<file path="config.mk">
export PLATFORM = sky130hd
export DESIGN_NAME = bufcap_unit
export DESIGN_NICKNAME = d
export VERILOG_FILES = /design/src/rtl/bufcap_pkg.sv /design/src/rtl/bufcap_edge.sv /design/src/rtl/bufcap_counter.sv /design/src/rtl/bufcap_capture.sv /design/src/rtl/bufcap_unit.sv
export SDC_FILE = /design/constraint.sdc
export NUM_CORES = 1
export LEC_CHECK = 0
export BUFFER_PORTS_ARGS = -buffer_cell sky130_fd_sc_hd__buf_2
export CAP_MARGIN = 10
export CORE_ASPECT_RATIO = 0.8
export CORE_MARGIN = 2
export CORE_UTILIZATION = 50
export DETAILED_ROUTE_END_ITERATION = 12
export PLACE_DENSITY = 0.68
export SYNTH_ARGS = -nofsm -noshare
export SYNTH_HDL_FRONTEND = slang
export SYNTH_HIERARCHICAL = 1
export SYNTH_SLANG_ARGS = --single-unit
</file>
<file path="constraint.sdc">
create_clock -name clk -period 1.9 [get_ports clk]
set_clock_uncertainty 0.1 [all_clocks]
set_input_delay 0.095 -clock clk [delete_from_list [all_inputs] [get_ports clk]]
set_output_delay 0.095 -clock clk [all_outputs]
set_load 0.02 [all_outputs]
</file>
<file path="src/rtl/bufcap_pkg.sv">
package bufcap_pkg;

    typedef enum logic {
        LVL_LOW  = 1'b0,
        LVL_HIGH = 1'b1
    } lvl_e;

    localparam int ADDR_W = 3;
    localparam int CTRL_W = 3;

    localparam logic [ADDR_W-1:0] A_CNT_HI  = 3'd0;
    localparam logic [ADDR_W-1:0] A_CNT_LO  = 3'd1;
    localparam logic [ADDR_W-1:0] A_CAPA_HI = 3'd2;
    localparam logic [ADDR_W-1:0] A_CAPA_LO = 3'd3;
    localparam logic [ADDR_W-1:0] A_CAPC_HI = 3'd4;
    localparam logic [ADDR_W-1:0] A_CAPC_LO = 3'd5;
    localparam logic [ADDR_W-1:0] A_CTRL    = 3'd6;
    localparam logic [ADDR_W-1:0] A_STAT    = 3'd7;

endpackage

</file>
<file path="src/rtl/bufcap_edge.sv">
module bufcap_edge
    import bufcap_pkg::*;
#(
    parameter int SYNC_STAGES = 2
) (
    input  logic clk,
    input  logic rst_n,
    input  logic pin_i,
    input  logic sel_a_i,
    input  logic sel_c_i,
    output logic cap_o
);

    logic [SYNC_STAGES-1:0] sync_q;
    logic                   smp;
    lvl_e                   state_q, state_d;
    logic                   rise, fall;

    always_ff @(posedge clk or negedge rst_n) begin
        if (!rst_n) sync_q <= '0;
        else        sync_q <= {sync_q[SYNC_STAGES-2:0], pin_i};
    end

    assign smp = sync_q[SYNC_STAGES-1];

    // state register
    always_ff @(posedge clk or negedge rst_n) begin
        if (!rst_n) state_q <= LVL_LOW;
        else        state_q <= state_d;
    end

    // transitions and edge outputs
    always_comb begin
        state_d = state_q;
        rise    = 1'b0;
        fall    = 1'b0;
        unique case (state_q)
            LVL_LOW:  if (smp)  begin state_d = LVL_HIGH; rise = 1'b1; end
            LVL_HIGH: if (!smp) begin state_d = LVL_LOW;  fall = 1'b1; end
        endcase
    end

    always_comb begin
        if (sel_a_i == sel_c_i) cap_o = sel_a_i ? rise : fall;
        else                    cap_o = rise | fall;
    end

    assert_cap_on_level_change_R5: assert property (@(posedge clk) disable iff (!rst_n)
        cap_o |=> !$stable(state_q));
    assert_falling_only_R2: assert property (@(posedge clk) disable iff (!rst_n)
        (cap_o && !sel_a_i && !sel_c_i) |-> (state_q == LVL_HIGH));
    assert_rising_only_R3: assert property (@(posedge clk) disable iff (!rst_n)
        (cap_o && sel_a_i && sel_c_i) |-> (state_q == LVL_LOW));

endmodule

</file>
<file path="src/rtl/bufcap_counter.sv">
module bufcap_counter #(
    parameter int W = 16
) (
    input  logic         clk,
    input  logic         rst_n,
    input  logic         load_i,
    input  logic [W-1:0] load_val_i,
    output logic [W-1:0] cnt_o,
    output logic         wrap_o
);

    localparam logic [W-1:0] TOP = '1;

    always_ff @(posedge clk or negedge rst_n) begin
        if (!rst_n)      cnt_o <= '0;
        else if (load_i) cnt_o <= load_val_i;
        else             cnt_o <= cnt_o + 1'b1;
    end

    assign wrap_o = !load_i && (cnt_o == TOP);

    assert_wrap_to_zero_R10: assert property (@(posedge clk) disable iff (!rst_n)
        (!load_i && cnt_o == TOP) |=> (cnt_o == '0));
    assert_step_by_one_R10: assert property (@(posedge clk) disable iff (!rst_n)
        !load_i |=> (cnt_o == W'($past(cnt_o) + 1'b1)));

endmodule

</file>
<file path="src/rtl/bufcap_capture.sv">
module bufcap_capture #(
    parameter int W = 16
) (
    input  logic         clk,
    input  logic         rst_n,
    input  logic         cap_i,
    input  logic         buf_en_i,
    input  logic [W-1:0] cnt_i,
    input  logic         wr_a_i,
    input  logic         wr_c_i,
    input  logic [W-1:0] wdata_i,
    output logic [W-1:0] a_o,
    output logic [W-1:0] c_o
);

    always_ff @(posedge clk or negedge rst_n) begin
        if (!rst_n)      a_o <= '0;
        else if (cap_i)  a_o <= cnt_i;
        else if (wr_a_i) a_o <= wdata_i;
    end

    always_ff @(posedge clk or negedge rst_n) begin
        if (!rst_n)                  c_o <= '0;
        else if (cap_i && buf_en_i)  c_o <= a_o;
        else if (wr_c_i)             c_o <= wdata_i;
    end

    assert_latch_counter_R5: assert property (@(posedge clk) disable iff (!rst_n)
        cap_i |=> (a_o == $past(cnt_i)));
    assert_buffer_shift_R6: assert property (@(posedge clk) disable iff (!rst_n)
        (cap_i && buf_en_i) |=> (c_o == $past(a_o)));
    assert_c_untouched_R6: assert property (@(posedge clk) disable iff (!rst_n)
        (!(cap_i && buf_en_i) && !wr_c_i) |=> $stable(c_o));

endmodule

</file>
<file path="src/rtl/bufcap_unit.sv">
module bufcap_unit
    import bufcap_pkg::*;
#(
    parameter int DATA_W      = 8,
    parameter int SYNC_STAGES = 2
) (
    input  logic              clk,
    input  logic              rst_n,
    input  logic              cap_pin,
    input  logic              bus_sel,
    input  logic              bus_wr,
    input  logic [2:0]        bus_addr,
    input  logic [DATA_W-1:0] bus_wdata,
    output logic [DATA_W-1:0] bus_rdata
);

    localparam int CNT_W = 2 * DATA_W;

    logic              rd, wr, is_hi;
    logic [DATA_W-1:0] temp_q, low_sel;
    logic [CNT_W-1:0]  word_w, cnt, reg_a, reg_c;
    logic [CTRL_W-1:0] ctrl_q;
    logic              cap_evt, cnt_wrap;
    logic              cap_flag, ovf_flag, arm_cap, arm_ovf;
    logic              stat_wr, stat_rd, clr_cap, clr_ovf;

    assign rd      = bus_sel && !bus_wr;
    assign wr      = bus_sel &&  bus_wr;
    assign is_hi   = (bus_addr == A_CNT_HI) || (bus_addr == A_CAPA_HI) || (bus_addr == A_CAPC_HI);
    assign word_w  = {temp_q, bus_wdata};
    assign stat_wr = wr && (bus_addr == A_STAT);
    assign stat_rd = rd && (bus_addr == A_STAT);
    assign clr_cap = stat_wr && !bus_wdata[0] && arm_cap;
    assign clr_ovf = stat_wr && !bus_wdata[1] && arm_ovf;

    bufcap_edge #(.SYNC_STAGES(SYNC_STAGES)) u_edge (
        .clk(clk), .rst_n(rst_n), .pin_i(cap_pin),
        .sel_a_i(ctrl_q[0]), .sel_c_i(ctrl_q[1]), .cap_o(cap_evt)
    );

    bufcap_counter #(.W(CNT_W)) u_cnt (
        .clk(clk), .rst_n(rst_n),
        .load_i(wr && (bus_addr == A_CNT_LO)), .load_val_i(word_w),
        .cnt_o(cnt), .wrap_o(cnt_wrap)
    );

    bufcap_capture #(.W(CNT_W)) u_cap (
        .clk(clk), .rst_n(rst_n), .cap_i(cap_evt), .buf_en_i(ctrl_q[2]),
        .cnt_i(cnt),
        .wr_a_i(wr && (bus_addr == A_CAPA_LO)),
        .wr_c_i(wr && (bus_addr == A_CAPC_LO)),
        .wdata_i(word_w), .a_o(reg_a), .c_o(reg_c)
    );

    always_comb begin
        unique case (bus_addr)
            A_CNT_HI:  low_sel = cnt[DATA_W-1:0];
            A_CAPA_HI: low_sel = reg_a[DATA_W-1:0];
            default:   low_sel = reg_c[DATA_W-1:0];
        endcase
    end

    always_ff @(posedge clk or negedge rst_n) begin
        if (!rst_n)              temp_q <= '0;
        else if (rd && is_hi)    temp_q <= low_sel;
        else if (wr && is_hi)    temp_q <= bus_wdata;
    end

    always_ff @(posedge clk or negedge rst_n) begin
        if (!rst_n)                         ctrl_q <= '0;
        else if (wr && bus_addr == A_CTRL)  ctrl_q <= bus_wdata[CTRL_W-1:0];
    end

    always_ff @(posedge clk or negedge rst_n) begin
        if (!rst_n) begin
            cap_flag <= 1'b0;
            ovf_flag <= 1'b0;
            arm_cap  <= 1'b0;
            arm_ovf  <= 1'b0;
        end else begin
            if (cap_evt)       cap_flag <= 1'b1;
            else if (clr_cap)  cap_flag <= 1'b0;
            if (cnt_wrap)      ovf_flag <= 1'b1;
            else if (clr_ovf)  ovf_flag <= 1'b0;
            if (stat_wr) begin
                arm_cap <= 1'b0;
                arm_ovf <= 1'b0;
            end else if (stat_rd) begin
                if (cap_flag) arm_cap <= 1'b1;
                if (ovf_flag) arm_ovf <= 1'b1;
            end
        end
    end

    always_comb begin
        bus_rdata = '0;
        if (rd) begin
            unique case (bus_addr)
                A_CNT_HI:  bus_rdata = cnt[CNT_W-1:DATA_W];
                A_CAPA_HI: bus_rdata = reg_a[CNT_W-1:DATA_W];
                A_CAPC_HI: bus_rdata = reg_c[CNT_W-1:DATA_W];
                A_CTRL:    bus_rdata = {{(DATA_W-CTRL_W){1'b0}}, ctrl_q};
                A_STAT:    bus_rdata = {{(DATA_W-2){1'b0}}, ovf_flag, cap_flag};
                default:   bus_rdata = temp_q;
            endcase
        end
    end

    assert_capture_sets_flag_R9: assert property (@(posedge clk) disable iff (!rst_n)
        cap_evt |=> cap_flag);
    assert_no_blind_clear_R8: assert property (@(posedge clk) disable iff (!rst_n)
        (cap_flag && !arm_cap) |=> cap_flag);
    assert_wrap_sets_ovf_R10: assert property (@(posedge clk) disable iff (!rst_n)
        cnt_wrap |=> ovf_flag);
    assert_temp_idle_hold_R11: assert property (@(posedge clk) disable iff (!rst_n)
        !bus_sel |=> $stable(temp_q));

endmodule

</file>
* After elaboration in Yosys (flattened, before gate mapping)
Index checks and enable logic that the tools add are counted.
** Cells by class
- Add/subtract/negate cells :: 1
- Bitwise gates (word level) :: 1
- Muxes and demuxes :: 26
- Equality and inequality tests :: 9
- Reduce and logical (&&, ||, !) cells :: 33
** Operators by type and width (count)
- 2-to-1 mux 16 bit :: 5
- case mux 8 bit (5 select lines) :: 1
- 2-to-1 mux 8 bit :: 3
- adder 16 x 1 -> 16 bit (second input constant) :: 1
- == test 16 bit (second input constant) :: 1
- logical AND 1 bit :: 16
- 2-to-1 mux 1 bit :: 16
- case mux 8 bit (2 select lines) :: 1
- nonzero test 2 bit :: 8
- == test 3 bit (second input constant) :: 4
- == test 3 x 2 -> 1 bit (second input constant) :: 2
- zero test 1 bit :: 4
- AND reduction 2 bit :: 2
- == test 3 x 1 -> 1 bit (second input constant) :: 1
- zero test 3 bit :: 1
- logical OR 1 bit :: 2
- == test 1 bit :: 1
- bitwise OR 1 bit :: 1
** Word-level totals
- Bits of input ports :: 16
- Output and inout port bits :: 8
- Bits in registers :: 66
- Word-level logic and storage cells :: 81

* Logic depth before layout (Yosys ltp)
Gate-level depths: netlist of the first run.
- Depth in word-level cells :: 6
- Depth in mapped cells :: 9
- Gate-level depth less buffers :: 7

* By module
Netlist of the first run, hierarchy kept.
** Modules (own cells, without submodules)
- bufcap_capture :: times used 1, seq. area each 800.8 µm², area an instance 1547.7 µm², cells an instance 141
- bufcap_unit :: times used 1, seq. area each 375.4 µm², area an instance 1345.0 µm², cells an instance 150
- bufcap_counter :: times used 1, seq. area each 400.4 µm², area an instance 883.3 µm², cells an instance 94
- bufcap_edge :: times used 1, seq. area each 75.1 µm², area an instance 135.1 µm², cells an instance 12

* Worst setup path after synthesis of the first run
No wires, ideal clock.
- Path kind :: reg-to-reg
- From :: reg u_edge.state_q
- To :: reg u_cap.a_o[2]
- Required time :: 1724 ps
- Arrival :: 1542 ps
- Stages on the path, launching flop included :: 10
- Period minus slack after synthesis :: 1718 ps
- Buffers on the path :: 2
- Library setup time :: 76 ps
- Setup slack :: 182 ps
- Cell sequence :: dfrtp_1 inv_1 ha_1 nor2_1 a21oi_1 mux2i_1 buf_4 buf_2 nand2_1 o21ai_1
** On the way
- Cells in the longest elaborated chain, start to end :: 4
- Elaborated cells on any way between the ends :: 7
- Those cells by class :: mux: 5; bitwise: 1; reduce/logical: 1
** Ends and longest elaborated chain
- start, declared :: RTL line bufcap_edge.sv:16 : lvl_e state_q, state_d;
- start signal, assigned :: RTL line bufcap_edge.sv:29 : else state_q <= state_d;
- 2-to-1 mux 1 bit :: RTL line bufcap_edge.sv:37 : unique case (state_q)
- bitwise OR 1 bit or 2-to-1 mux 1 bit (tied branches) :: RTL line bufcap_edge.sv:45, bufcap_edge.sv:44
- 2-to-1 mux 1 bit (*) :: RTL line bufcap_edge.sv:44 : if (sel_a_i == sel_c_i) cap_o = sel_a_i ? rise : fall;
- via cap_evt :: RTL line bufcap_unit.sv:23 : logic cap_evt, cnt_wrap;
- 2-to-1 mux 16 bit or nonzero test 2 bit (tied branches)
- end signal, assigned :: RTL line bufcap_capture.sv:18 : else if (cap_i) a_o <= cnt_i;
- end signal, assigned :: RTL line bufcap_capture.sv:19 : else if (wr_a_i) a_o <= wdata_i;
- end, declared :: RTL line bufcap_capture.sv:12 : output logic [W-1:0] a_o,
Mark *: on every way through the listed nets, which the timed path passes. The rest lies on a longest branch.
A chain may end at the register's enable or synchronous reset.

* Final worst setup path of the first run
- From :: reg u_cnt.cnt_o[8]
- To :: out bus_rdata[0]
** On the way
- Cells in the longest elaborated chain, start to end :: 2
** Ends and longest elaborated chain
- start, declared :: RTL line bufcap_counter.sv:8 : output logic [W-1:0] cnt_o,
- start signal, assigned :: RTL line bufcap_counter.sv:16 : else if (load_i) cnt_o <= load_val_i;
- start signal, assigned :: RTL line bufcap_counter.sv:17 : else cnt_o <= cnt_o + 1'b1;
- case mux 8 bit (5 select lines) :: RTL line bufcap_unit.sv:98 : unique case (bus_addr)
- 2-to-1 mux 8 bit :: RTL line bufcap_unit.sv:97 : if (rd) begin
- end, declared :: RTL line bufcap_unit.sv:14 : output logic [DATA_W-1:0] bus_rdata
Every way passes these cells.

==> flow_summary.toml, run 1 <==
[global_route]
top_usage_layer = "met1"
antenna_found_initial = 0
grt_pass1_wl_um = 16600
grt_usage = 0.251
grt_pass1_vias = 3096
grt_util_met1 = 0.396
use_met2 = 0.347
grt_max_degree = 67
gr-total-overflow = 0
use_met3 = 0.0455

[route]
drt_iter0_drc = 265
routed_wl_um = 9940
via_per_inst = 5.96
drc = 0
wire_per_inst_um = 18.1
first_pass_iters = 5
vias = 3279
postRouteAntennaNets = 0

[final_layout]
nNetsFinal = 460
n_antenna_cell = 0
finalInstanceArea_um2 = 4470
drive_above_1_share = 0.198
synthToLayoutAreaGrowth_pct = 14.4

[placed_design]
hpwl_um = 6780
globalplace.congestion = 0.868
postPlaceCellArea_um2 = 4210
io_buffers = 23

[yosys]
synth.most_common_cell = "dfrtp_1"
synth_edf_count = 0
synth_seq_cells = 66
synth_top_area_frac = 0.422
synth_top_area_cell = "dfrtp_1"
syn_area_um2 = 3910
syn_inst = 397
avgSynthCellArea_um2 = 9.85
synth_cell_type_count = 56
seq_area_frac_synth = 0.422
synth.net_count = 416
ys_top_cells_by_count = "dfrtp_1, nand2_1, mux2i_1"
synth.area.top_cells = "dfrtp_1, mux2i_1, o21ai_0"
synth_async_sr_flop_share = 1.00
synth_ff_type = "dfrtp_1"
yosysWarnings = 6

[hold_path]
hp-class = "in2reg"

[die]
dieArea_um2 = 8550
initial_utilization = 0.522
die_h_um = 83.1
rows = 28
die_x_um = 103
core_region_area_um2 = 7500
ios = 24

[job]
max_cap_viol_count = 0

[power]
powerDensity_nw_per_um2 = 1150
p_total_mw = 5.15
leakagePower_nw = 1.77
max-vdd-ir-drop_mv = 0.686

[setup_path]
reg2reg_slack_ns = 0.08
r2r-end = "u_cap/c_o[0]"
worstPathRequired_ns = 1.70
endpoint_kind = "output pin"
startpoint = "u_cnt/cnt_o[8]"
worstPathArrival_ns = 1.64
critPathMaxFanout = 7
r2r_cells = 7
reg2reg_from = "u_edge/state_q"
cp-endpoint = "bus_rdata[0]"
worst-setup-path-type = "reg2out"
startpoint_type = "flop"

[timing]
tightest_slew_ns = 0.470
setup_violations = 0
hold_viol_final = 0
rsz0062_at_grt = "no"
slew_headroom = 0.686
slew_viol_final = 0
fmax_mhz = 546
period_needed_ns = 1.83
setup_tns_ns = 0
post-route-period-util = 0.964

[clock_tree]
cts_tree = "yes"
cts_root_buffer = "clkbuf_8"
cts.clk_slew.worst_paths_ns = 0.07
htree_levels = 3
ctsLongestPathBuffers = 2
post_cts_buffers = 0
cts-buffers-inserted = 9
insertion_delay_ns = 0.34
cts.sinks = 66

[run_status]
status = "finished, final reports clean"
timing repair:
item | in CTS | in global routing
resized for setup | 0 | 1
hold buffers | 11 | 0
endpoints found under the hold margin | 91 | 0
setup endpoints to repair | 0 | 1
cell usage in the layout, fill, tap and decap left out, types with 4 or more instances in the layout:
master and instances:
or3_1 6, nand4_1 4, nor2b_1 9, a221oi_1 4
nor2_1 15, and3b_1 4, mux2_2 6, buf_2 23
a2111oi_1 4, o21ai_0 31, xnor2_1 7, inv_1 4
mux2i_1 33, nand2_1 40, clkbuf_8 9, xor2_1 6
dlygate4sd3_1 11, o32ai_1 4, o21bai_1 5, nand3_1 25
a21oi_1 15, o21ai_1 22, clkinv_2 4, dfrtp_1 65
buf_4 25, nand2b_1 8
registers in the layout, summed over array words and instances, names as in the netlist:
name            count
u_cap/a_o          16
u_cap/c_o          16
u_cnt/cnt_o        16
temp_q              8
ctrl_q              3
u_edge/sync_q       2
arm_cap             1
arm_ovf             1
cap_flag            1
ovf_flag            1
u_edge/state_q      1
worst min path at each step:
stage                     startpoint      endpoint  slack, ns  depth (start not counted)
after floorplan                rst_n       arm_cap      -0.30                          0
after global placement         rst_n  u_cap/c_o[9]       0.04                          2
after detailed placement       rst_n  u_cap/c_o[9]       0.04                          2
after CTS                     bus_wr      ovf_flag       0.06                          3
after global routing          bus_wr      cap_flag       0.09                          3
final                         bus_wr      ovf_flag       0.07                          3
cell families after synthesis:
| kind of cell | count (synthesis) | synth area share |
|---|---|---|
| mux | 45 | 0.124 |
| fa+ha+maj | 3 | 0.00960 |
| compound gates | 100 | 0.162 |
| simple gates | 136 | 0.194 |
| buf+inv | 34 | 0.0595 |
| xor+xnor | 13 | 0.0291 |
| flops | 66 | 0.422 |
report_power, final:
| group | internal (mW) | switching, mW |
|---|---|---|
| clock network | 0.458 | 0.521 |
| logic | 0.792 | 0.844 |
| registers | 1.95 | 0.585 |
| total | 3.20 | 1.95 |
per-layer routing:
metal / share of wire / routed length [um]
met1: 0.48 / 4810
met2: 0.44 / 4420
met3: 0.060 / 594
met4: 0.012 / 123
met5: 0 / 0
per-stage QoR:
stage	std cells	hold WS, ns	setup slack [ns]	util
3_5_place_dp	524	0.0449	0.127	0.562
3_3_place_gp	524	0.0424	0.193	0.562
6_report	550	0.0687	0.0688	0.597
4_1_cts	550	0.0630	0.0305	0.597
5_1_grt	550	0.0884	0.0104	0.597
2_1_floorplan	397	-0.301	0.182	-
area by class of cell:
class	instances	area, um^2
clock buffer	11	131
clock inverter	4	20.0
fill	665	3020
inverter	5	18.8
multi-input combinational	297	2050
sequential	66	1650
tap	105	131
timing repair buffer	62	473
worst max-delay path, cell delays in order (launching register included):
cell	delay, ns
dfrtp_2	0.47
mux4_2	0.47
nor2_1	0.12
a311oi_2	0.05
buf_2	0.18
(Power assumes the default switching activity.)
==> run 2: changes to the inputs <==
--- a/config.mk
+++ b/config.mk
@@ -12,6 +12,7 @@
 export CORE_UTILIZATION = 50
 export DETAILED_ROUTE_END_ITERATION = 12
 export PLACE_DENSITY = 0.68
+export REMOVE_ABC_BUFFERS = 1
 export SYNTH_ARGS = -nofsm -noshare
 export SYNTH_HDL_FRONTEND = slang
 export SYNTH_HIERARCHICAL = 1
==> constraint.sdc (replaced) <==
create_clock -name clk -period 2.3 [get_ports clk]
set_clock_uncertainty 0.1 [all_clocks]
set_input_delay 0.115 -clock clk [delete_from_list [all_inputs] [get_ports clk]]
set_output_delay 0.115 -clock clk [all_outputs]
set_load 0.02 [all_outputs]
==> run 2 against run 1 <==
  * Sequential share of layout area up 0.92 points
  * Setup slack improved by 0.28 ns
  * Cell count decreased by 2.9%
  * Die area is the same
  * Wire length is 1.0% lower
  * Sequential power decreased by 17%
  * Largest power group unchanged
  * First-iteration DRC count rose by 25%
==> flow_summary.toml, run 2 (synthesis gave the netlist of run 1 again) <==
[clock_tree]
cts_tree = "yes"
cts_root_buffer = "clkbuf_8"
cts.clk_slew.worst_paths_ns = 0.07
cts-buffers-inserted = 9
cts.sinks = 66
htree_levels = 3
ctsLongestPathBuffers = 2
cts-resized-gates = 0
insertion_delay_ns = 0.34

[final_layout]
fillers = 711
final_cell_mix = "dfrtp_1, nand2_1, mux2i_1, o21ai_0, nand3_1"
finalInstanceArea_um2 = 4360
n_antenna_cell = 0
nNetsFinal = 443
seq_area_um2 = 1650
layout_commonest_cell = "dfrtp_1"
multi_input_area_um2 = 2050
fin_util = 0.582
reg.largest.list = "u_cap/a_o (16), u_cap/c_o (16), u_cnt/cnt_o (16)"
synthToLayoutAreaGrowth_pct = 11.5
drive_above_1_share = 0.168

[route]
wire_per_inst_um = 18.4
vias = 3208
routed_wl_um = 9840
first_pass_iters = 5
via_per_inst = 6.01
drt_iter0_drc = 332
drc = 0
postRouteAntennaNets = 0

[setup_path]
worstPathArrival_ns = 2.12
startpoint_type = "flop"
endpoint_kind = "flop"
worstPathRequired_ns = 2.47
critPathMaxFanout = 49
worst-setup-path-type = "reg2reg"
reg2reg_slack_ns = 0.35

[power]
p_total_mw = 4.31
leakagePower_nw = 1.70
powerDensity_nw_per_um2 = 989
max-vdd-ir-drop_mv = 0.596

[job]
max_cap_viol_count = 0

[run_status]
status = "finished, final reports clean"

[timing]
hold_viol_final = 0
slew_viol_final = 0
tightest_slew_ns = 0.673
post-route-period-util = 0.847
setup_violations = 0
rsz0062_at_grt = "no"
fmax_mhz = 514
period_needed_ns = 1.95
slew_headroom = 0.551

[die]
die_x_um = 103
initial_utilization = 0.522
die_h_um = 83.1
ios = 24
dieArea_um2 = 8550
core_region_area_um2 = 7500
rows = 28

[hold_path]
hp-class = "in2reg"

[global_route]
antenna_found_initial = 0
grt_pass1_vias = 3149
grt_usage = 0.251
grt_pass1_wl_um = 16500
grt_max_degree = 50
gr-total-overflow = 0

[placed_design]
io_buffers = 23
globalplace.congestion = 0.872
hpwl_um = 6690
postPlaceCellArea_um2 = 4070
run 2: cell count changes in the layout (fill, tap and decap cells not counted), sizes merged:
cell / previous run / this run
buf: 51 / 36
clkbuf: 11 / 14
clkinv: 5 / 2
dlygate4sd3: 11 / 9
bufinv: 0 / 1
run 2: worst paths after layout:
| kind | to | startpoint | cells past startpoint |
|---|---|---|---|
| max in group asynchronous | u_cnt/cnt_o[5] | rst_n | 3 |
| worst max-delay path | u_cap/c_o[7] | u_edge/state_q | 8 |
| worst max register to register | u_cap/c_o[7] | u_edge/state_q | 8 |
| min in group asynchronous | u_cap/c_o[8] | rst_n | 2 |
| worst min register to register | u_edge/sync_q[1] | u_edge/sync_q[0] | 0 |
| worst min-delay path | ctrl_q[1] | bus_wdata[1] | 2 |
run 2: what timing repair did:
| action | in CTS | in global routing |
|---|---|---|
| buffers inserted | 0 | 0 |
| hold buffers | 9 | 0 |
| hold endpoints to repair | 40 | 0 |
run 2: area by class of cell:
class / count / share of cell area
clock inverter: 2 / 0.00803
clock buffer: 14 / 0.0373
timing repair buffer: 45 / 0.0723
multi-input combinational: 297 / 0.469
tap: 105 / 0.0301
sequential: 66 / 0.379
inverter: 5 / 0.00430
run 2: power breakdown:
| part | switching [mW] | total (mW) | internal [mW] |
|---|---|---|---|
| Clock | 0.427 | 0.987 | 0.560 |
| Combinational | 0.646 | 1.22 | 0.579 |
| Sequential | 0.498 | 2.10 | 1.61 |
| Total | 1.57 | 4.31 | 2.74 |
run 2: layer usage:
metal / track usage / vias up / wire [um]
met5: 0 / - / 0
met4: 0.0634 / 0 / 82
met3: 0.0480 / 10 / 659
met2: 0.362 / 119 / 4330
met1: 0.386 / 1577 / 4770
li1: - / 1502 / -
run 2: stage by stage:
step                hold WS, ns  setup WS [ns]  setup TNS (ns)  instances
detailed placement       0.0914          0.377               0        509
CTS                      0.0228          0.357               0        534
global placement         0.0910          0.403               0        509
floorplan                -0.281          -1.09          -30.87        368
finish                   0.0286          0.353               0        534
global route             0.0252          0.172               0        534
run 2: critical path, stage by stage (launching register included):
cell and delay, ns:
dfrtp_1 0.35, inv_1 0.05, ha_1 0.30, nand2_1 0.08, o21ai_0 0.13, mux2i_4 0.17, buf_4 0.44, nand3_1 0.13
o21ai_1 0.10
